## config.mk

```make
export PLATFORM = sky130hd
export DESIGN_NAME = lim_timer
export DESIGN_NICKNAME = d
export VERILOG_FILES = /design/src/rtl/lim_timer_pkg.sv /design/src/rtl/lim_timer_count.sv /design/src/rtl/lim_timer_ctrl.sv /design/src/rtl/lim_timer.sv
export SDC_FILE = /design/constraint.sdc
export NUM_CORES = 1
export LEC_CHECK = 0
export BUFFER_PORTS_ARGS = -buffer_cell sky130_fd_sc_hd__buf_2
export CORE_MARGIN = 10
export CORE_UTILIZATION = 57
export CTS_CLUSTER_SIZE = 10
export DETAILED_ROUTE_END_ITERATION = 10
export HOLD_SLACK_MARGIN = 0.06
export PLACE_DENSITY = 0.77
export SLEW_MARGIN = 15
export SYNTH_ARGS = -nofsm -noshare
export SYNTH_HDL_FRONTEND = slang
export SYNTH_SLANG_ARGS = --single-unit
```

## constraint.sdc

```tcl
create_clock -name clk -period 2.5 [get_ports clk]
set_input_delay 0.375 -clock clk [delete_from_list [all_inputs] [get_ports clk]]
set_output_delay 0.375 -clock clk [all_outputs]
set_load 0.01 [all_outputs]
```

## src/rtl/lim_timer_pkg.sv

```systemverilog
package lim_timer_pkg;
   localparam int SEL_W = 2;
   typedef enum logic [SEL_W-1:0] {
      SEL_COUNT = 2'd0,
      SEL_LIMIT = 2'd1,
      SEL_CTRL  = 2'd2,
      SEL_NONE  = 2'd3
   } sel_e;
   localparam int BIT_IE   = 0;
   localparam int BIT_RUN  = 1;
   localparam int BIT_PEND = 3;
   localparam int CTRL_USED = 4;
endpackage

```

## src/rtl/lim_timer_count.sv

```systemverilog
module lim_timer_count #(
   parameter int W = 32
) (
   input  logic         clk,
   input  logic         rst_n,
   input  logic         cnt_wr,
   input  logic         lim_wr,
   input  logic [W-1:0] wdata,
   input  logic         run,
   output logic [W-1:0] count_q,
   output logic [W-1:0] limit_q,
   output logic         hit
);
   logic at_limit;
   assign at_limit = (count_q == limit_q);
   assign hit      = run && at_limit && !cnt_wr;

   always_ff @(posedge clk or negedge rst_n) begin
      if (!rst_n) begin
         count_q <= '0;
      end else if (cnt_wr) begin
         count_q <= wdata;
      end else if (run) begin
         if (at_limit) count_q <= '0;
         else          count_q <= count_q + 1'b1;
      end
   end

   always_ff @(posedge clk or negedge rst_n) begin
      if (!rst_n)      limit_q <= '0;
      else if (lim_wr) limit_q <= wdata;
   end
endmodule

```

## src/rtl/lim_timer_ctrl.sv

```systemverilog
module lim_timer_ctrl (
   input  logic       clk,
   input  logic       rst_n,
   input  logic       ctrl_wr,
   input  logic [1:0] wbits,
   input  logic       hit,
   output logic       ie_q,
   output logic       run_q,
   output logic       pend_q
);
   always_ff @(posedge clk or negedge rst_n) begin
      if (!rst_n) begin
         ie_q  <= 1'b0;
         run_q <= 1'b0;
      end else if (ctrl_wr) begin
         ie_q  <= wbits[0];
         run_q <= wbits[1];
      end
   end

   always_ff @(posedge clk or negedge rst_n) begin
      if (!rst_n)          pend_q <= 1'b0;
      else if (ctrl_wr)    pend_q <= 1'b0;
      else if (hit && ie_q) pend_q <= 1'b1;
   end
endmodule

```

## src/rtl/lim_timer.sv

```systemverilog
module lim_timer
   import lim_timer_pkg::*;
#(
   parameter int W = 32
) (
   input  logic             clk,
   input  logic             rst_n,
   input  logic             wr_en,
   input  logic [SEL_W-1:0] reg_sel,
   input  logic [W-1:0]     wr_data,
   output logic [W-1:0]     rd_data,
   output logic             irq
);
   localparam int PAD_W = W - CTRL_USED;

   generate
      if (W < CTRL_USED) begin : g_bad_width
         $error("lim_timer: W must be at least CTRL_USED");
      end
   endgenerate

   logic         cnt_wr, lim_wr, ctrl_wr, hit;
   logic         ie_q, run_q, pend_q;
   logic [W-1:0] count_q, limit_q;
   logic [W-1:0] ctrl_word;

   assign cnt_wr  = wr_en && (reg_sel == SEL_COUNT);
   assign lim_wr  = wr_en && (reg_sel == SEL_LIMIT);
   assign ctrl_wr = wr_en && (reg_sel == SEL_CTRL);

   lim_timer_count #(.W(W)) u_count (
      .clk     (clk),
      .rst_n   (rst_n),
      .cnt_wr  (cnt_wr),
      .lim_wr  (lim_wr),
      .wdata   (wr_data),
      .run     (run_q),
      .count_q (count_q),
      .limit_q (limit_q),
      .hit     (hit)
   );

   lim_timer_ctrl u_ctrl (
      .clk     (clk),
      .rst_n   (rst_n),
      .ctrl_wr (ctrl_wr),
      .wbits   ({wr_data[BIT_RUN], wr_data[BIT_IE]}),
      .hit     (hit),
      .ie_q    (ie_q),
      .run_q   (run_q),
      .pend_q  (pend_q)
   );

   assign ctrl_word = {{PAD_W{1'b0}}, pend_q, 1'b0, run_q, ie_q};

   always_comb begin
      unique case (reg_sel)
         SEL_COUNT: rd_data = count_q;
         SEL_LIMIT: rd_data = limit_q;
         SEL_CTRL:  rd_data = ctrl_word;
         default:   rd_data = '0;
      endcase
   end

   assign irq = pend_q && ie_q;
endmodule

```

; ---- Word level (Yosys, flattened, before mapping)
; Cells that the tools add are included.
[word_totals]
reg_bits = 67
inputBits = 37
output_inout_bits = 33
word_cells = 26
[classes]
add_sub_neg = 1
n_eq_ne = 3
muxes = 6
reduce_logical = 11
[op_table]
columns = cell, count
row1 = 32-bit two-way mux, 3
row2 = 32-bit one-hot mux with 3 select lines, 1
row3 = 32-bit by 1-bit adder with 32-bit output (second input constant), 1
row4 = 32-bit == test, 1
row5 = 1-bit logical AND, 7
row6 = 2-bit nonzero test, 2
row7 = 2-bit by 1-bit == test with 1-bit output (second input constant), 1
row8 = 2-bit == test (second input constant), 1
row9 = 2-bit zero test, 1
row10 = 1-bit two-way mux, 2
row11 = 1-bit zero test, 1

; ---- Longest topological paths before layout
[depth]
depth_word = 7
mapped_depth = 10

; ---- Cells and area by module
; Synthesis repeated with hierarchy kept, for this count alone.
[unflattened]
cells_unflattened = 470
area_unflattened_um2 = 4424.2
[by_module_without_submodules]
columns = mod, instances, cells_each, area_per_inst_um2, seq_area_each_um2
row1 = lim_timer_count, 1, 386, 3723.6, 1601.5
row2 = lim_timer, 1, 77, 594.3, 0.0
row3 = lim_timer_ctrl, 1, 7, 106.4, 75.1

; ---- Least setup slack after synthesis
; No wires, ideal clock.
[synth_path]
path_type = reg-to-reg
from = register u_count.count_q[17]
to = register u_count.count_q[4]
arrival_time_ps = 1717
path_slack_ps = 646
path_stages_with_launch = 10
n_path_buf = 2
period_less_slack_ps = 1854
cell_sequence = dfrtp_1 > buf_6 > xor2_1 > nor4_1 > nand4_1 > nor2_2 > buf_6 > o21ai_0 > a22oi_1 > a21oi_1
[synth_between]
elab_chain_len = 4
[synth_rtl]
columns = element, line
row1 = from (decl), lim_timer_count.sv:10  ; output logic [W-1:0] count_q,
row2 = from (signal assigned), lim_timer_count.sv:22  ; count_q <= wdata;
row3 = from (signal assigned), lim_timer_count.sv:25  ; else count_q <= count_q + 1'b1;
row4 = 32-bit == test, lim_timer_count.sv:15  ; assign at_limit = (count_q == limit_q);
row5 = 32-bit two-way mux, lim_timer_count.sv:24  ; if (at_limit) count_q <= '0;
row6 = 32-bit two-way mux, lim_timer_count.sv:23  ; end else if (run) begin
row7 = 32-bit two-way mux, lim_timer_count.sv:21  ; end else if (cnt_wr) begin
; Every way passes these cells. The select of a mux whose other input is x is not followed.
; A chain may end at the register's enable or synchronous reset.

; ---- Worst setup path in the final report
[layout_path]
from = register u_count.count_q[5]
to = register u_count.count_q[24]
[layout_between]
elab_chain_len = 4
elab_cells_between_ends = 5
[layout_rtl]
columns = element, line
row1 = 32-bit by 1-bit adder with 32-bit output or 32-bit == test (tied branches), "lim_timer_count.sv:25, lim_timer_count.sv:15"
row2 = 32-bit two-way mux *, lim_timer_count.sv:24
row3 = 32-bit two-way mux *, lim_timer_count.sv:23
row4 = 32-bit two-way mux *, lim_timer_count.sv:21
; Every way passes the cells marked *; elsewhere a longest branch is shown, timed or not. The select of a mux whose other input is x is not followed.

==> results_dict.tcl <==
set metrics [dict create \
    port_buffers 69 \
    yosys.cell_types.count 44 \
    gp_congestion 0.966 \
    drt_wl_total_mm 12.4 \
    clk_latency_ns 0.35 \
    startpoint_type "register" \
    internal_power_mw 2.41 \
    ir_worst_vdd_mv 0.490 \
    worstPathArrival_ns 2.53 \
    synth_edf_count 0 \
    die-height_um 107 \
    finalSetupViolCount 0 \
    grt_pass1_vias 3963 \
    root_buffer "clkbuf_8" \
    p_clk_frac 0.253 \
    post_synth.cell_area_avg_um2 8.94 \
    synthArstFlopShare 1.00 \
    seq_area_frac_synth 0.386 \
    end_kind "register" \
    hold_violations 0 \
    core_mm2 0.00733 \
    fmax_mhz 438 \
    first_pass_iters 5 \
    sequentialPowerShare 0.420 \
    crit_chain "xor2_1, nor4_2, nand4_1, nor2_4, buf_4, nor2_4, nand3_1, o311ai_1" \
    cts_buffers 9 \
    cts_tree "built" \
    post-dp-hpwl_mm 9.40 \
    grt_pass1_wl_mm 20.0 \
    critPathMaxStageDelay_ns 0.50 \
    antenna_found_initial 0 \
    power.switching_mw 1.38 \
    finalCritPeriodShare 0.912 \
    synth_ff_type "dfrtp_1" \
    clkSlewWorstSetupHoldPaths_ns 0.07 \
    drc 0 \
    synth_top_area_share 0.386 \
    layout-drive-gt1-share 0.269 \
    path_class "reg2reg" \
    hold_path_class "in2reg" \
    crit_family "simple AND/OR/NAND/NOR gates" \
    overflow 0 \
    synth-seq-cells 67 \
    synth_area_mm2 0.00434 \
    p_leak_nw 2.30 \
    diodes 0 \
    syn_nets 524 \
    pin_count 70 \
    cts_sinks 67 \
    ant_nets 0 \
    required_ns 2.75 \
    critPathMaxFanout 18 \
    mostFrequentLayoutCells "73 x nor2_1, 69 x buf_2, 67 x dfrtp_1" \
    maxCapViolCount 0 \
    cp_slowest_cell "dfrtp_1" \
    finalPower_mw 3.79 \
    drtIter0Drc 225 \
    synth_area_leader_cell "dfrtp_1" \
    grt_start_max_net_pins 36 \
    rsz0062_at_grt "false" \
    ys_warn_count 0 \
    tns_ns 0 \
    p_per_area_mw_per_mm2 744 \
    vias_per_cell 5.96 \
    start_util 0.592 \
    area_delta_synth_final_pct 17.3 \
    power_frac_comb 0.327 \
    finalNetCount 599 \
    worstMarginPinSlew_ns 0.628 \
    final_common_cell "nor2_1" \
    max_slew_margin 0.582 \
    vias 3964 \
    path_common_cell "nor2_4" \
    crit_buf_inv 1 \
    swShare 0.365 \
    outcome "completed" \
    grt.total_usage 0.216 \
    rows 31 \
    htree_levels 3 \
    fin_skew_ns 0.00989 \
    wire_per_inst_um 18.7 \
    synth_area_leaders "dfrtp_1 39%, mux2_2 8.8%, mux2i_1 7.6%, xor2_1 6.5%, nor2_1 6.3%" \
    min_period_ns 2.28 \
    drv_slew 0 \
    fp.dieW_um 107 \
    fp.dieArea_mm2 0.0115 \
    cts_buffer_depth 2 \
    synth_cells 486 \
]
==> repair_timing <==
action	in CTS	in global routing
buffers inserted	0	2
setup endpoints to repair	0	11
hold buffers	1	0
resized for setup	0	3
hold endpoints to repair	22	0
==> Yosys cell counts, types with 4 or more instances <==
| cell type | instances |
|---|---|
| nor2_1 | 73 |
| dfrtp_1 | 67 |
| nand2_1 | 37 |
| mux2_2 | 34 |
| mux2i_1 | 33 |
| xor2_1 | 32 |
| o21ai_0 | 26 |
| nand3_1 | 21 |
| a21oi_1 | 18 |
| a31oi_1 | 15 |
| nand4_1 | 14 |
| clkbuf_1 | 12 |
| buf_2 | 10 |
| nor4_1 | 10 |
| nand3b_1 | 9 |
| buf_6 | 6 |
| inv_1 | 6 |
| nor3_1 | 6 |
| buf_1 | 5 |
| and2_1 | 4 |
| o311ai_1 | 4 |
==> power groups by stage <==
stage | Combinational, mW | Sequential (mW) | Clock, mW
floorplan | 0.888 | 1.50 | 0
global placement | 1.22 | 1.59 | 0
detailed placement | 1.23 | 1.61 | 0
CTS | 1.24 | 1.59 | 0.968
global route | 1.37 | 1.63 | 1.01
finish | 1.24 | 1.59 | 0.959
==> worst paths after layout <==
kind                                    startpoint             endpoint  slack, ns  cells after the start
min in group asynchronous                    rst_n  u_count.limit_q[27]       0.55                      2
max in group asynchronous                    rst_n  u_count.count_q[11]       1.32                      3
worst min-delay path                   wr_data[18]  u_count.count_q[18]       0.25                      3
worst max-delay path            u_count.count_q[5]  u_count.count_q[24]       0.22                      8
worst min register to register       u_ctrl.pend_q        u_ctrl.pend_q       0.51                      2
worst max register to register  u_count.count_q[5]  u_count.count_q[24]       0.22                      8
==> layout make-up <==
type                       count  area [µm²]
tap                           99         124
sequential                    67        1680
inverter                       6        22.5
clock buffer                  15         176
multi-input combinational    378        2470
timing repair buffer          99         598
clock inverter                 1        30.0
fill                         613        2240
==> logic make-up after synthesis <==
logic type	after synthesis	share of synthesized area
AND/OR/NAND/NOR	200	0.227
AO/OA/AOI/OAI	78	0.105
multiplexers	67	0.164
flip-flops	67	0.386
buffers and inverters	41	0.0498
XOR/XNOR	32	0.0645
adder cells (fa/ha/maj)	1	0.00288
==> sequential cells by signal (all words and copies together), names as in the netlist <==
name / count
u_ctrl.pend_q: 1
u_count.limit_q: 32
u_ctrl.run_q: 1
u_ctrl.ie_q: 1
u_count.count_q: 32
==> tightest hold or removal path, stage by stage <==
cell	delay (ns)
buf_2	0.10
nand2_1	0.05
nand3_1	0.05
==> routing by layer <==
| metal | GRT usage | wire length, µm | vias up |
|---|---|---|---|
| met5 | 0 | 0 | - |
| met4 | 0.0841 | 224 | 0 |
| met3 | 0.0491 | 879 | 20 |
| met2 | 0.369 | 6210 | 149 |
| met1 | 0.258 | 5090 | 1911 |
| li1 | - | - | 1884 |
==> through the flow <==
stage	util	setup WS (ns)	area, µm²	instances	hold WS (ns)
floorplan	-	0.646	4340	486	0.0794
global placement	0.661	0.117	4850	646	0.391
detailed placement	0.661	0.0606	4850	646	0.400
CTS	0.691	0.0357	5060	663	0.244
global route	0.695	0.00783	5090	665	0.257
finish	0.695	0.219	5090	665	0.250
(Power assumes the default switching activity.)
